File: src/rtl/acc_alu8_pkg.sv
// Shared definitions for the dual-accumulator arithmetic unit:
// operation codes and the bit positions inside the flag byte.
// Assumes a 4-bit operation code and an 8-bit flag byte.
package acc_alu8_pkg;

    typedef enum logic [3:0] {
        OP_ADD_A  = 4'd0,
        OP_ADD_B  = 4'd1,
        OP_ADC_A  = 4'd2,
        OP_ADC_B  = 4'd3,
        OP_SUB_A  = 4'd4,
        OP_SUB_B  = 4'd5,
        OP_SBC_A  = 4'd6,
        OP_SBC_B  = 4'd7,
        OP_AB_ADD = 4'd8,
        OP_AB_SUB = 4'd9
    } alu_op_e;

    localparam int FLG_H = 5;
    localparam int FLG_N = 3;
    localparam int FLG_Z = 2;
    localparam int FLG_V = 1;
    localparam int FLG_C = 0;

    typedef struct packed {
        logic valid;     // code is a defined operation
        logic to_b;      // result goes to accumulator B
        logic subtract;  // subtract-type operation
        logic use_carry; // C flag feeds carry/borrow in
        logic src_b;     // second operand is accumulator B
    } alu_ctl_t;

endpackage

File: src/rtl/acc_alu8_decode.sv
// Operation decoder: turns the 4-bit code into datapath controls.
// Assumes undefined codes must decode to an invalid, harmless control word.
module acc_alu8_decode
    import acc_alu8_pkg::*;
(
    input  logic [3:0] op_sel,
    output alu_ctl_t   ctl
);

    // Map each operation code onto its control fields.
    always_comb begin
        ctl = '0;
        case (alu_op_e'(op_sel))
            OP_ADD_A:  ctl = '{valid: 1'b1, to_b: 1'b0, subtract: 1'b0, use_carry: 1'b0, src_b: 1'b0};
            OP_ADD_B:  ctl = '{valid: 1'b1, to_b: 1'b1, subtract: 1'b0, use_carry: 1'b0, src_b: 1'b0};
            OP_ADC_A:  ctl = '{valid: 1'b1, to_b: 1'b0, subtract: 1'b0, use_carry: 1'b1, src_b: 1'b0};
            OP_ADC_B:  ctl = '{valid: 1'b1, to_b: 1'b1, subtract: 1'b0, use_carry: 1'b1, src_b: 1'b0};
            OP_SUB_A:  ctl = '{valid: 1'b1, to_b: 1'b0, subtract: 1'b1, use_carry: 1'b0, src_b: 1'b0};
            OP_SUB_B:  ctl = '{valid: 1'b1, to_b: 1'b1, subtract: 1'b1, use_carry: 1'b0, src_b: 1'b0};
            OP_SBC_A:  ctl = '{valid: 1'b1, to_b: 1'b0, subtract: 1'b1, use_carry: 1'b1, src_b: 1'b0};
            OP_SBC_B:  ctl = '{valid: 1'b1, to_b: 1'b1, subtract: 1'b1, use_carry: 1'b1, src_b: 1'b0};
            OP_AB_ADD: ctl = '{valid: 1'b1, to_b: 1'b0, subtract: 1'b0, use_carry: 1'b0, src_b: 1'b1};
            OP_AB_SUB: ctl = '{valid: 1'b1, to_b: 1'b0, subtract: 1'b1, use_carry: 1'b0, src_b: 1'b1};
            default:   ctl = '0;
        endcase
    end

endmodule

File: src/rtl/acc_alu8_addsub.sv
// Ripple adder/subtractor with carry, half-carry and overflow outputs.
// Subtraction is done as x + ~y + ~borrow_in; the carry out is inverted
// into a borrow. Assumes DW is even, so that the half carry sits at DW/2.
module acc_alu8_addsub #(
    parameter int DW = 8
) (
    input  logic [DW-1:0] x,
    input  logic [DW-1:0] y,
    input  logic          cb_in,     // carry in (add) or borrow in (sub)
    input  logic          subtract,
    output logic [DW-1:0] sum,
    output logic          cb_out,    // carry out (add) or borrow out (sub)
    output logic          half_cy,   // carry out of the low half
    output logic          ovf
);

    localparam int HALF = DW / 2;

    logic [DW-1:0] y_eff;
    logic [DW:0]   cy;

    // Invert the second operand and the incoming borrow for subtraction.
    always_comb begin
        y_eff = subtract ? ~y : y;
        cy[0] = subtract ? ~cb_in : cb_in;
    end

    // One full-adder cell per bit position.
    for (genvar i = 0; i < DW; i++) begin : g_cell
        assign sum[i]  = x[i] ^ y_eff[i] ^ cy[i];
        assign cy[i+1] = (x[i] & y_eff[i]) | (cy[i] & (x[i] ^ y_eff[i]));
    end

    // Derive the status bits from the carry chain.
    always_comb begin
        cb_out  = subtract ? ~cy[DW] : cy[DW];
        half_cy = cy[HALF];
        ovf     = cy[DW] ^ cy[DW-1];
    end

endmodule

File: src/rtl/acc_alu8_flags.sv
// Condition code register. Updates the arithmetic flags on a committed,
// defined operation. Keeps H on subtracts and never writes bits 7, 6 and 4.
// Assumes a synchronous active-low reset.
module acc_alu8_flags
    import acc_alu8_pkg::*;
#(
    parameter logic [7:0] CCR_RESET = 8'hD0
) (
    input  logic       clk,
    input  logic       rst_n,
    input  logic       commit,
    input  logic       subtract,
    input  logic       res_msb,
    input  logic       res_zero,
    input  logic       cb_out,
    input  logic       half_cy,
    input  logic       ovf,
    output logic [7:0] ccr
);

    // Register the flag byte; only the arithmetic flag bits are ever written.
    always_ff @(posedge clk) begin
        if (!rst_n) begin
            ccr <= CCR_RESET;
        end else if (commit) begin
            if (!subtract) ccr[FLG_H] <= half_cy;
            ccr[FLG_N] <= res_msb;
            ccr[FLG_Z] <= res_zero;
            ccr[FLG_V] <= ovf;
            ccr[FLG_C] <= cb_out;
        end
    end

endmodule

File: src/rtl/acc_alu8.sv
// Dual-accumulator arithmetic unit, top level. Decodes the operation,
// selects the operands, runs the add/subtract chain and steers the result
// onto the target accumulator. The flag byte is kept in a register.
// Assumes the caller writes acc_*_out back and strobes op_en to commit.
module acc_alu8
    import acc_alu8_pkg::*;
#(
    parameter int         DW        = 8,
    parameter logic [7:0] CCR_RESET = 8'hD0
) (
    input  logic          clk,
    input  logic          rst_n,
    input  logic          op_en,
    input  logic [3:0]    op_sel,
    input  logic [DW-1:0] opnd,
    input  logic [DW-1:0] acc_a_in,
    input  logic [DW-1:0] acc_b_in,
    output logic [DW-1:0] acc_a_out,
    output logic [DW-1:0] acc_b_out,
    output logic [7:0]    ccr_out
);

    alu_ctl_t      ctl;
    logic [DW-1:0] lhs;
    logic [DW-1:0] rhs;
    logic          cb_in;
    logic [DW-1:0] res;
    logic          cb_out;
    logic          half_cy;
    logic          ovf;

    acc_alu8_decode u_dec (
        .op_sel (op_sel),
        .ctl    (ctl)
    );

    // Pick the two operands and the carry/borrow input.
    always_comb begin
        lhs   = ctl.to_b ? acc_b_in : acc_a_in;
        rhs   = ctl.src_b ? acc_b_in : opnd;
        cb_in = ctl.use_carry & ccr_out[FLG_C];
    end

    acc_alu8_addsub #(.DW(DW)) u_arith (
        .x        (lhs),
        .y        (rhs),
        .cb_in    (cb_in),
        .subtract (ctl.subtract),
        .sum      (res),
        .cb_out   (cb_out),
        .half_cy  (half_cy),
        .ovf      (ovf)
    );

    // Steer the result to the target accumulator; pass the other through.
    always_comb begin
        acc_a_out = acc_a_in;
        acc_b_out = acc_b_in;
        if (ctl.valid) begin
            if (ctl.to_b) acc_b_out = res;
            else          acc_a_out = res;
        end
    end

    acc_alu8_flags #(.CCR_RESET(CCR_RESET)) u_flags (
        .clk      (clk),
        .rst_n    (rst_n),
        .commit   (op_en & ctl.valid),
        .subtract (ctl.subtract),
        .res_msb  (res[DW-1]),
        .res_zero (res == '0),
        .cb_out   (cb_out),
        .half_cy  (half_cy),
        .ovf      (ovf),
        .ccr      (ccr_out)
    );

endmodule

File: config.mk
export PLATFORM = sky130hd
export DESIGN_NAME = acc_alu8
export DESIGN_NICKNAME = d
export VERILOG_FILES = /design/src/rtl/acc_alu8_pkg.sv /design/src/rtl/acc_alu8_decode.sv /design/src/rtl/acc_alu8_addsub.sv /design/src/rtl/acc_alu8_flags.sv /design/src/rtl/acc_alu8.sv
export SDC_FILE = /design/constraint.sdc
export NUM_CORES = 1
export LEC_CHECK = 0
export ABC_AREA = 1
export BUFFER_PORTS_ARGS = -buffer_cell sky130_fd_sc_hd__buf_2
export CAP_MARGIN = 40
export CORE_MARGIN = 5
export CORE_UTILIZATION = 45
export CTS_BUF_LIST = sky130_fd_sc_hd__clkbuf_4
export DETAILED_ROUTE_END_ITERATION = 10
export GPL_TIMING_DRIVEN = 0
export PLACE_DENSITY = 0.81
export SETUP_SLACK_MARGIN = 0.02
export SLEW_MARGIN = 20
export SYNTH_ARGS = -nofsm -noshare
export SYNTH_HDL_FRONTEND = slang
export SYNTH_SLANG_ARGS = --single-unit
File: constraint.sdc
create_clock -name clk -period 6.3 [get_ports clk]
set_input_delay 0.63 -clock clk [delete_from_list [all_inputs] [get_ports clk]]
set_output_delay 0.63 -clock clk [all_outputs]
set_load 0.02 [all_outputs]
# ---- Word-level counts from Yosys, hierarchy flattened
# Memories as Yosys holds them, arrays and structs flattened.
# Index checks and enable logic that the tools add are counted.
dict set report op_classes {
  n_reduce_logical 2
  n_mux 9
  bitwise 47
}
# operator n
set ops {}
lappend ops {{two-way mux 8 bit} 7}
lappend ops {{bitwise AND 1 bit} 18}
lappend ops {{bitwise XOR 1 bit} 17}
lappend ops {{logical NOT 8 bit} 1}
lappend ops {{inverter 8 bit} 1}
lappend ops {{OR 1 bit} 8}
lappend ops {{inverter 1 bit} 3}
lappend ops {{two-way mux 1 bit} 2}
lappend ops {{AND reduction 2 bit} 1}
dict set report word_totals {
  romBits 80
  mem_count 1
  ff_bits 5
  out_inout_bits 24
  wordCells 61
  in_bits 31
}
# name words width rd rd_ports_with_merged_regs wr line_no
set memory_table {}
lappend memory_table {{(name not given)} 16 5 1 0 0 acc_alu8_decode.sv:13} ;# case (alu_op_e'(op_sel))

# ---- Longest topological paths before layout
# Gate-level depths: netlist of the first run.
# An unclocked memory read counts as a cell.
dict set report logic_depth {
  word_depth 23
  depth_mapped 22
  ltp_nobuf 22
}

# ---- Hierarchy
# A second synthesis of the first run with hierarchy kept.
dict set report hier_totals {
  hier_cells 222
  hier_area_um2 1146.1
}
# module seq_area_each_um2 instances cells_each area_per_inst_um2
set modules_own_cells {}
lappend modules_own_cells {acc_alu8 0.0 1 116 501.7}
lappend modules_own_cells {acc_alu8_addsub 0.0 1 67 389.1}
lappend modules_own_cells {acc_alu8_flags 100.1 1 28 205.2}
lappend modules_own_cells {acc_alu8_decode 0.0 1 11 50.0}

# ---- Least setup slack after synthesis of the first run
# Ideal clock, no wire load.
dict set report synth_timing {
  path_kind {input port to output port}
  from {input port op_sel[1]}
  to {output port acc_b_out[7]}
  t_required_ps 5670
  stages 18
  arrival_time_ps 4700
  path_slack_ps 970
  path_buffers 1
  cell_sequence {nor2_2 > nand2_2 > buf_6 > o21ai_2 > xor2_1 > fa_1 > inv_1 > fa_1 > inv_1 > fa_1 > fa_1 > inv_1 > fa_1 > inv_1 > fa_1 > fa_1 > fa_1 > o21ai_0}
}
dict set report synth_between {
  elab_chain_cells 22
  word_cells_on_any_way 40
}
# element line_no
set synth_rtl {}
lappend synth_rtl {{start, declared} acc_alu8.sv:14} ;# input logic [3:0] op_sel,
lappend synth_rtl {{memory (16 x 5 bit) (*)} --}
lappend synth_rtl {{two-way mux 8 bit} acc_alu8.sv:40} ;# rhs = ctl.src_b ? acc_b_in : opnd;
lappend synth_rtl {{inverter 8 bit} acc_alu8_addsub.sv:24} ;# y_eff = subtract ? ~y : y;
lappend synth_rtl {{two-way mux 8 bit} acc_alu8_addsub.sv:24}
lappend synth_rtl {{bitwise XOR 1 bit} acc_alu8_addsub.sv:31} ;# assign cy[i+1] = (x[i] & y_eff[i]) | (cy[i] & (x[i] ^ y_eff[i]));
lappend synth_rtl {{bitwise AND 1 bit} acc_alu8_addsub.sv:31}
lappend synth_rtl {{OR 1 bit} acc_alu8_addsub.sv:31}
lappend synth_rtl {{bitwise AND 1 bit} acc_alu8_addsub.sv:31}
lappend synth_rtl {{(+5 left out)} --}
lappend synth_rtl {{named net half_cy} acc_alu8.sv:29} ;# logic half_cy;
lappend synth_rtl {{(+1 left out)} --}
lappend synth_rtl {{OR 1 bit (*)} acc_alu8_addsub.sv:31}
lappend synth_rtl {{bitwise AND 1 bit (*)} acc_alu8_addsub.sv:31}
lappend synth_rtl {{OR 1 bit (*)} acc_alu8_addsub.sv:31}
lappend synth_rtl {{bitwise AND 1 bit (*)} acc_alu8_addsub.sv:31}
lappend synth_rtl {{OR 1 bit (*)} acc_alu8_addsub.sv:31}
lappend synth_rtl {{bitwise XOR 1 bit (*)} acc_alu8_addsub.sv:30} ;# assign sum[i] = x[i] ^ y_eff[i] ^ cy[i];
lappend synth_rtl {{two-way mux 8 bit (*)} acc_alu8.sv:60} ;# if (ctl.to_b) acc_b_out = res;
lappend synth_rtl {{two-way mux 8 bit (*)} acc_alu8.sv:59} ;# if (ctl.valid) begin
lappend synth_rtl {{end, declared} acc_alu8.sv:19} ;# output logic [DW-1:0] acc_b_out,
# Mark *: on every way through the listed nets, which the timed path passes. The rest lies on a longest branch.

# ---- Final worst setup path of the first run
# Same ends and word-level chain as after synthesis.

==> summary.md, run 1 <==
| Metric | Value |
|---|---|
| CORE AREA | `around 0.0022 mm^2` |
| CTS tree | `built` |
| Routed vias/inst | `between 4 and 5` |
| TritonCTS Sinks | `5` |
| Synth warnings | `0` |
| Largest regs | `u_flags.ccr x5` |
| Outcome | `finished, final reports clean` |
| Worst Path Required | `~5.7 ns` |
| Slowest-stage cell, CP | `fa_1` |
| WL/cell | `around 12 um` |
| Max-slew violations | `0` |
| Worst-Skew Late Latency | `roughly 0.24 ns` |
| Sequential share of the synthesized area | `about a tenth` |
| First-pass GRT wire length | `~4500 um` |
| Final period util | `between 80% and 90%` |
| Max IR drop VDD | `0.127 mV` |
| Worst path max stage delay | `approximately 0.52 ns` |
| Layout cell share with drive strength beyond 1 | `between 40 and 50%` |
| Hold Buf Count CTS | `0` |
| DRT antenna net count | `0` |
| Most common cell in the netlist | `nand2_1` |
| Unrepaired setup endpoints after global routing | `false` |
| Fin Hold WS | `roughly 0.48 ns` |
| Setup violators final | `0` |
| DIE AREA | `0.00326 mm^2` |
| Worst path buffer plus inverter count | `7` |
| Residual DRC count | `0` |
| Post-synthesis cell area | `about 1000 um^2` |
| Synth area leaders | `fa_1, o21ai_2, nand2_1` |
| Top-area cell type share of the netlist area | `16.0%` |
| Num CTS Buffers | `3` |
| Primary FF master, synth | `dfxtp_1` |
| Reg-to-reg startpoint | `u_flags.ccr[0]` |
| P&R area growth vs syn | `32.8%` |
| Fill cells | `210` |
| Power Density | `192 mW/mm^2` |
| Dpl cell area | `0.00130 mm^2` |
| Site Rows | `17` |
| CTS root buffer | `clkbuf_4` |
| Register area | `about 100 um^2` |
| Syn_area_per_cell | `slightly above 7 um^2` |
| R2R Path End | `u_flags.ccr[2]` |
| CP Class | `input port to output port` |
| Synth Register Bits | `5` |
| Crit-path most repeated cell | `fa_1` |
| Crit path launch type | `input port` |
| Antenna violations before repair | `0` |
| Setup total negative slack | `0 ns` |
| IO buf count | `51` |
| Layout Skew | `0.000802 ns` |
| Finished Cell Area | `0.00133 mm^2` |
| Tmin final | `about 5.6 ns` |
| Tot Pwr | `approximately 250 uW` |
| Max reg flops | `5` |
| # Post-CTS Setup Buffers | `0` |
| Clock H-tree levels | `1` |
| Post-synth top cells | `nand2_1, o21ai_2, inv_1` |
| Ant. Diodes | `0` |
| Post-layout util | `approximately three fifths` |
| Worst EP arrival | `between 4 and 5 ns` |
| Die H | `57.1 um` |
| R2R depth | `18` |
| Post-CTS Resized | `0` |
| Min-Delay Startpoint | `u_flags.ccr[3]` |
| Layout Cells excl Fill | `approximately 230` |
| Vias in the first global route | `between 1,000 and 1,500` |
| Largest Register | `u_flags.ccr` |
| Placer Congestion | `between 0.8 and 0.9` |
| Routed vias | `between 1,000 and 1,500` |
| Multi-input logic area | `a little under 800 um^2` |
| Ports | `between 50 and 60` |
| GRT Total Usage | `around 17%` |
| Setup crit end kind | `output port` |
| Hold depth | `2` |
| Cell accounting for the most synthesized area | `fa_1` |
| TritonRoute pass-1 iters | `4` |
| Hold Vio Cnt, Final | `0` |
| Fraction of registers with async set/reset | `0%` |
| Synthesized instance count | `140` |
| Setup slack, reg-to-reg | `around 2.0 ns` |
| HP Class | `flop to flop` |
| Final WL | `around 2600 um` |
| Synth unique cells | `23` |
| Starting Density | `~46%` |
| Max Freq | `179 MHz` |
| HPWL after detailed placement | `2160 um` |
| Hold Crit Endpoint | `u_flags.ccr[3]` |
| CP top delay family | `adder cells` |
| CTS Buffer Depth | `2` |
| Place WS | `between 0.6 and 0.7 ns` |
| Static leakage | `0.760 nW` |
| CP cell instances | `buf_2, nor2_2, nand2_2, buf_6, o21ai_2, xor2_1, fa_1, inv_1, fa_1, inv_1, fa_1, fa_1, inv_1, fa_1, inv_1, fa_1, fa_1, fa_1, o21ai_0, buf_2` |
| Clock Pin Slew Worst Setup and Hold Paths | `around 0.040 ns` |
| CP max FO | `10` |
| Total grt overflow | `0` |
| Dpl cells | `between 200 and 250` |
| Final net count | `around 240` |
| Overall die width | `57.1 um` |
| Max cap viols | `0` |
| EDFF count, synth | `0` |
| Largest net degree at the start of global routing | `11` |
| Initial DRC count | `36` |
| PnR worst setup slack | `approximately 0.71 ns` |
## kinds of logic (layout without fill, tap and decap cells)
kind of cell | after synthesis | after routing | share of synthesized area (%)
xor gates and xnor gates | 10 | 10 | 8.77
buffers and inverters | 24 | 79 | 11.8
DFF | 5 | 5 | 10.0
other | 1 | 3 | 0.376
muxes | 6 | 6 | 6.02
and+or+nand+nor | 55 | 55 | 25.1
AOI/OAI and AO/OA | 31 | 31 | 21.9
adders and majority gates | 8 | 8 | 16.0
## report_power, final
group | switching (mW) | internal, mW
clock network | 0.0122 | 0.0282
logic | 0.110 | 0.0678
registers | 0.00152 | 0.0348
## how the worst max path moves through the flow
stage	startpoint	to	slack (ns)	depth (start not counted)
CTS	op_sel[1]	acc_b_out[7]	0.68	20
floorplan	op_sel[1]	acc_b_out[7]	0.97	18
finish	op_sel[1]	acc_b_out[7]	0.71	20
global route	op_sel[1]	acc_b_out[7]	0.35	20
global placement	op_sel[1]	acc_b_out[7]	0.76	20
detailed placement	op_sel[1]	acc_b_out[7]	0.69	20
## cell type report
type	instances	area share [%]
inverters	17	4.81
plain buffers	7	4.06
flip-flops and latches	5	7.55
repair buffers	51	19.2
well taps	28	2.64
clock buffers	4	2.26
multi-input cells	113	59.4
## worst min-delay path, delay by kind of cell, from the launching register on
kind          cells  cell delay (ns)
flops             1             0.30
simple gates      2             0.14
## layout by cell type, fill, tap and decap left out, types with 2 or more instances in the layout
cell type  count
clkbuf_4       4
nand2_1       34
nand4_1        2
o21ai_0       13
nor2_1        10
xor2_1        10
buf_2         52
fa_1           8
nand2_2        2
inv_1         16
nand3_1        2
dfxtp_1        5
buf_4          3
o21ai_2       17
buf_6          2
nand2_4        2
mux2i_1        6
conb_1         3
## routing by layer
metal / GRT usage, % / routed length (um)
met4: 3.97 / 0
met2: 29.7 / 1300
met3: 1.81 / 216
met5: 0 / 0
met1: 21.0 / 1100
(Power assumes the default switching activity.)
==> run 2, diff against run 1 <==
--- a/config.mk
+++ b/config.mk
@@ -6,7 +6,7 @@
 export NUM_CORES = 1
 export LEC_CHECK = 0
 export ABC_AREA = 1
-export BUFFER_PORTS_ARGS = -buffer_cell sky130_fd_sc_hd__buf_2
+export BUFFER_PORTS_ARGS = -buffer_cell sky130_fd_sc_hd__clkbuf_2
 export CAP_MARGIN = 40
 export CORE_MARGIN = 5
 export CORE_UTILIZATION = 45
@@ -14,6 +14,7 @@
 export DETAILED_ROUTE_END_ITERATION = 10
 export GPL_TIMING_DRIVEN = 0
 export PLACE_DENSITY = 0.81
+export REMOVE_ABC_BUFFERS = 1
 export SETUP_SLACK_MARGIN = 0.02
 export SLEW_MARGIN = 20
 export SYNTH_ARGS = -nofsm -noshare
==> run 2 against run 1 <==
Net effect: cell count decreased by 3.1%; global-route usage shrank 0.19 points; flip-flop and latch count unchanged; utilization shrank 2.5 points; highest routed layer is now met4; critical path depth did not move; hold slack better by 0.0062 ns; combinational power fell by 3%; count of clock-buffer cells in the layout is the same; fmax shrank 1.5%; largest cell class unchanged; first-iteration DRC count decreased by 67%; total power is 1.1% lower; sequential share of layout area increased by 0.32 points.
==> summary.md, run 2 (synthesis results as in run 1) <==
| Metric | Value |
|---|---|
| DRT antenna net count | `0 (unchanged)` |
| Overall die width | `57.1 um (unchanged)` |
| CTS tree | `built` |
| Final period util | `90.2% (+1.4 points)` |
| Starting Density | `46.0% (unchanged)` |
| Max Freq | `176 MHz (-1.5%)` |
| First-pass GRT wire length | `4340 um (-3.7%)` |
| Crit-path most repeated cell | `fa_1` |
| HP Class | `flop to flop` |
| WL/cell | `11.5 um (-0.98%)` |
| Clock H-tree levels | `1 (unchanged)` |
| Final net count | `230 (-3.0%)` |
| Worst-Skew Late Latency | `0.25 ns (about the same)` |
| Max cap viols | `0 (unchanged)` |
| Tot Pwr | `251 uW (-1.1%)` |
| CP Class | `input port to output port` |
| Layout Skew | `0.00606 ns (+0.00526 ns)` |
| Max-slew violations | `0 (unchanged)` |
| Switch share | `49.4% (+0.91 points)` |
| DIE AREA | `0.00326 mm^2 (unchanged)` |
| Worst Path Required | `5.67 ns (about the same)` |
| Final WL | `2510 um (-4.1%)` |
| # Post-CTS Setup Buffers | `0 (unchanged)` |
| Clock Pin Slew Worst Setup and Hold Paths | `0.05 ns (about the same)` |
| CP max FO | `16 (+6)` |
| Crit path launch type | `input port` |
| CTS root buffer | `clkbuf_4` |
| Largest net degree at the start of global routing | `28 (+17)` |
| Power Density | `197 mW/mm^2 (+3.0%)` |
| Routed vias/inst | `4.79 (-0.69%)` |
| HPWL after detailed placement | `2140 um (-0.79%)` |
| Total grt overflow | `0 (unchanged)` |
| Antenna violations before repair | `0 (unchanged)` |
| Vias in the first global route | `1,043 (-3.7%)` |
| TritonCTS Sinks | `5 (unchanged)` |
| Layout cell share with drive strength beyond 1 | `42.1% (-1.5 points)` |
| Sequential Power Share | `14.5% (+0.2 points)` |
| Hold Buf Count CTS | `0 (unchanged)` |
| IO buf count | `51 (unchanged)` |
| Max IR drop VDD | `0.136 mV (+6.4%)` |
| Setup violators final | `0 (unchanged)` |
| Comb power frac | `68.6% (-1.2 points)` |
| Largest Register | `u_flags.ccr` |
| Hold Vio Cnt, Final | `0 (unchanged)` |
| Setup total negative slack | `0 ns (unchanged)` |
| Pint | `127 uW (-2.9%)` |
| Unrepaired setup endpoints after global routing | `false` |
| Static leakage | `0.736 nW (-3.1%)` |
| Ports | `55 (unchanged)` |
| CORE AREA | `0.00217 mm^2 (unchanged)` |
| Max reg flops | `5 (unchanged)` |
| Placer Congestion | `0.726 (-17%)` |
| Worst path buffer plus inverter count | `6 (-1)` |
| Routed vias | `1,044 (-3.8%)` |
| Most frequent cells in the layout | `clkbuf_2, nand2_1, o21ai_2` |
| P&R area growth vs syn | `27.4%` |
| Slowest-stage cell, CP | `fa_1` |
| CP top delay family | `adder cells` |
| CP cell instances | `clkbuf_2, nor2_2, nand2_2, nand2_1, o21ai_2, xor2_1, fa_1, inv_1, fa_1, inv_1, fa_1, fa_1, inv_1, fa_1, inv_1, fa_1, fa_1, fa_1, o21ai_0, clkbuf_2` |
| Ant. Diodes | `0 (unchanged)` |
| Die H | `57.1 um (unchanged)` |
| Post-CTS Resized | `0 (unchanged)` |
| Residual DRC count | `0 (unchanged)` |
| Num CTS Buffers | `3 (unchanged)` |
| Site Rows | `17 (unchanged)` |
| TritonRoute pass-1 iters | `4 (unchanged)` |
| Initial DRC count | `12 (-67%)` |
| Largest regs | `u_flags.ccr x5` |
| Outcome | `finished, final reports clean` |
| CTS Buffer Depth | `2 (unchanged)` |
| Commonest non-fill, non-tap cell in the layout | `clkbuf_2` |
| Worst EP arrival | `5.05 ns (+0.09 ns)` |
| Clock network fraction of total power | `16.8% (+0.9 points)` |
| P_sw | `124 uW (+0.73%)` |
| Setup crit end kind | `output port` |
| GRT Total Usage | `16.3% (-0.19 points)` |
| Worst path max stage delay | `0.53 ns (about the same)` |
| Tmin final | `5.68 ns (+0.0853 ns)` |
-- run 2: cell count changes in the layout (fill, tap and decap cells not counted) --
cell,delta
clkbuf_2,+51
buf_6,-2
buf_4,-3
buf_2,-52
clkbuf_1,-1
-- run 2: layout make-up --
class	instances	area [um^2]
Tap cell	28	35.0
Multi-Input combinational cell	113	788
Inverter	17	63.8
Sequential cell	5	100
Clock buffer	4	30.0
Fill cell	225	897
Timing Repair Buffer	51	255
-- run 2: final timing paths --
kind                        from              to  slack [ns]  cells after the start
setup / recovery       op_sel[1]    acc_b_out[7]        0.62                     20
hold / removal    u_flags.ccr[5]  u_flags.ccr[5]        0.49                      2
setup reg to reg  u_flags.ccr[0]  u_flags.ccr[2]        1.93                     18
hold reg to reg   u_flags.ccr[5]  u_flags.ccr[5]        0.49                      2
-- run 2: stage by stage --
step           worst slack [ns]  hold WS (ns)  area, um^2  util, %  std cells
6_report                  0.620         0.490        1270     58.7        218
5_1_grt                   0.332         0.508        1270     58.7        218
4_1_cts                   0.591         0.492        1270     58.7        218
3_5_place_dp              0.598         0.481        1240     57.3        214
3_3_place_gp              0.704         0.469        1240     57.3        214
2_1_floorplan             0.900         0.558         952        -        135
-- run 2: power by group through the flow --
stage               clock network, mW  logic [mW]  registers, mW
floorplan                           0       0.119         0.0406
global placement                    0       0.169         0.0368
detailed placement                  0       0.174         0.0371
CTS                            0.0440       0.175         0.0366
global route                   0.0474       0.193         0.0369
finish                         0.0423       0.172         0.0365
-- run 2: per-layer routing --
| metal | share of wire (%) | track usage, % | vias to the layer above |
|---|---|---|---|
| li1 | - | - | 541 |
| met1 | 40 | 19.0 | 475 |
| met2 | 53 | 30.0 | 25 |
| met3 | 5.2 | 1.81 | 3 |
| met4 | 1.4 | 6.95 | 0 |
| met5 | 0 | 0 | - |
-- run 2: worst min-delay path, cell delays in order (launching register included) --
cell	delay, ns
dfxtp_1	0.32
nor2_1	0.05
nor2_1	0.08
==> run 3, diff against run 2 <==
--- a/config.mk
+++ b/config.mk
@@ -6,6 +6,7 @@
 export NUM_CORES = 1
 export LEC_CHECK = 0
 export ABC_AREA = 1
+export ABC_CLOCK_PERIOD_IN_PS = 6300
 export BUFFER_PORTS_ARGS = -buffer_cell sky130_fd_sc_hd__clkbuf_2
 export CAP_MARGIN = 40
 export CORE_MARGIN = 5
==> constraint.sdc (replaced) <==
create_clock -name clk -period 6.3 [get_ports clk]
set_input_delay 0.945 -clock clk [delete_from_list [all_inputs] [get_ports clk]]
set_output_delay 0.945 -clock clk [all_outputs]
set_load 0.02 [all_outputs]
==> run 3 against run 2 <==
Net effect: critical path depth unchanged; highest routed layer unchanged; non-clock buffer count grew 4; hold slack barely moved; register-to-register slack is essentially flat; worst setup slack got worse by 0.37 ns; largest cell class unchanged; critical endpoint unchanged; total power rose by 2.3%; sequential share of layout area down 0.44 points; via count rose by 1.3%.
==> summary.md, run 3 (synthesis results as in run 1) <==
| Metric | Value |
|---|---|
| Die H | `57.1 um (unchanged)` |
| Max IR drop VDD | `0.142 mV (+4.9%)` |
| TritonRoute pass-1 iters | `4 (unchanged)` |
| CTS Buffer Depth | `2 (unchanged)` |
| Clock Pin Slew Worst Setup and Hold Paths | `0.04 ns (about the same)` |
| Largest Register | `u_flags.ccr` |
| IO buf count | `51 (unchanged)` |
| DRT antenna net count | `0 (unchanged)` |
| DIE AREA | `0.00326 mm^2 (unchanged)` |
| Most frequent cells in the layout | `clkbuf_2, nand2_1, o21ai_2` |
| P_sw | `127 uW (+2.1%)` |
| Ports | `55 (unchanged)` |
| Initial DRC count | `18 (+6)` |
| Hold depth | `2 (unchanged)` |
| CP max FO | `9 (-7)` |
| Setup crit end kind | `output port` |
| CTS tree | `built` |
| Min-Delay Startpoint | `u_flags.ccr[1]` |
| Comb power frac | `69.2% (+0.6 points)` |
| Layout Skew | `0.00604 ns (-0.0000171 ns)` |
| Commonest non-fill, non-tap cell in the layout | `clkbuf_2` |
| Setup slack, reg-to-reg | `1.94 ns (about the same)` |
| CORE AREA | `0.00217 mm^2 (unchanged)` |
| Starting Density | `46.0% (unchanged)` |
| Total grt overflow | `0 (unchanged)` |
| GRT Total Usage | `16.4% (+0.046 points)` |
| Hold Vio Cnt, Final | `0 (unchanged)` |
| Crit path launch type | `input port` |
| Antenna violations before repair | `0 (unchanged)` |
| Worst EP arrival | `5.10 ns (+0.05 ns)` |
| Max-slew violations | `0 (unchanged)` |
| CP Class | `input port to output port` |
| P&R area growth vs syn | `35.0%` |
| Layout cell share with drive strength beyond 1 | `44.3% (+2.2 points)` |
| Largest net degree at the start of global routing | `28 (unchanged)` |
| Reg-to-reg startpoint | `u_flags.ccr[0]` |
| Placer Congestion | `0.726 (unchanged)` |
| Largest regs | `u_flags.ccr x5` |
| Num CTS Buffers | `3 (unchanged)` |
| Setup total negative slack | `0 ns (unchanged)` |
| Max reg flops | `5 (unchanged)` |
| Final WL | `2580 um (+3.1%)` |
| Ant. Diodes | `0 (unchanged)` |
| Overall die width | `57.1 um (unchanged)` |
| Site Rows | `17 (unchanged)` |
| Worst-Skew Late Latency | `0.25 ns (about the same)` |
| Final net count | `234 (+1.7%)` |
| Routed vias/inst | `4.77 (-0.48%)` |
| Outcome | `finished, final reports clean` |
| Clock network fraction of total power | `16.5% (-0.3 points)` |
| Hold Buf Count CTS | `0 (unchanged)` |
| Post-layout util | `62.1% (+3.5 points)` |
| Setup violators final | `0 (unchanged)` |
| HP Class | `flop to flop` |
| Worst Path Required | `5.35 ns (-0.32 ns)` |
| WL/cell | `11.6 um (+1.3%)` |
| Tot Pwr | `257 uW (+2.3%)` |
| Power Density | `191 mW/mm^2 (-3.4%)` |
| Max Freq | `165 MHz (-6.0%)` |
| HPWL after detailed placement | `2140 um (unchanged)` |
| Final period util | `96.0% (+5.8 points)` |
| R2R Path End | `u_flags.ccr[2]` |
| Routed vias | `1,058 (+1.3%)` |
| Switch share | `49.3% (-0.090 points)` |
| Pint | `130 uW (+2.5%)` |
| R2R depth | `18 (unchanged)` |
| Max cap viols | `0 (unchanged)` |
| CTS root buffer | `clkbuf_4` |
| Vias in the first global route | `1,042 (-0.096%)` |
| Sequential Power Share | `14.2% (-0.3 points)` |
| Residual DRC count | `0 (unchanged)` |
| Clock H-tree levels | `1 (unchanged)` |
| Hold Crit Endpoint | `u_flags.ccr[1]` |
| Tmin final | `6.05 ns (+0.366 ns)` |
| Static leakage | `0.764 nW (+3.8%)` |
| First-pass GRT wire length | `4350 um (+0.16%)` |
| TritonCTS Sinks | `5 (unchanged)` |
| Unrepaired setup endpoints after global routing | `false` |
==> run 3: cell count changes in the layout (fill, tap and decap cells not counted), sizes merged <==
cell  change
buf       +4
==> run 3: power by group through the flow <==
stage | Combinational, mW | Clock, mW | Sequential (mW)
after CTS | 0.175 | 0.0440 | 0.0366
after global placement | 0.169 | 0 | 0.0368
after floorplan | 0.119 | 0 | 0.0406
final | 0.178 | 0.0425 | 0.0365
after global routing | 0.199 | 0.0474 | 0.0369
after detailed placement | 0.174 | 0 | 0.0371
==> run 3: layout make-up <==
class	count	area, um^2
clock buffer	4	30.0
fill	216	822
inverter	17	63.8
multi-input combinational	113	833
sequential	5	100
tap	28	35.0
timing repair buffer	55	285
==> run 3: timing repair <==
item	CTS	global route
endpoints found under the setup margin	2	2
cloned	0	0
gates resized for setup	1	7
endpoints found under the hold margin	0	0
buffers inserted	0	4
pin swaps	0	1
==> run 3: per-stage QoR <==
stage	area, um^2	cells	hold WS (ns)	worst slack [ns]
finish	1350	222	0.490	0.254
global route	1350	222	0.508	0.00415
CTS	1280	218	0.492	0.0571
detailed placement	1240	214	0.481	-0.0317
global placement	1240	214	0.469	0.0744
floorplan	952	135	0.558	0.270
==> run 3: worst max-delay path, stage by stage <==
cell      delay, ns
clkbuf_2       0.14
nor2_4         0.16
nand2_4        0.11
nand2_1        0.09
o21ai_2        0.05
xor2_1         0.15
fa_1           0.40
inv_1          0.07
fa_1           0.15
inv_1          0.05
fa_1           0.37
fa_1           0.41
inv_1          0.11
fa_1           0.17
inv_1          0.05
fa_1           0.38
fa_1           0.43
fa_2           0.60
o21ai_0        0.10
clkbuf_2       0.16
==> run 3: worst max path at each step <==
stage	endpoint	depth (start not counted)	slack (ns)	from
floorplan	acc_b_out[7]	18	0.27	op_sel[1]
global placement	acc_b_out[7]	20	0.07	op_sel[1]
detailed placement	acc_b_out[7]	20	-0.03	op_sel[1]
CTS	acc_b_out[7]	20	0.06	op_sel[1]
global route	acc_b_out[7]	20	0.004	op_sel[2]
finish	acc_b_out[7]	20	0.25	op_sel[2]
==> run 3: per-layer routing <==
metal  vias up  wire length [um]  track usage [%]  part of all wire (%)
li1        551                 -                -                     -
met1       479              1010             19.0                    39
met2        25              1410             30.2                    54
met3         3               133             1.81                   5.1
met4         0                36             6.95                   1.4
met5         -                 0                0                     0
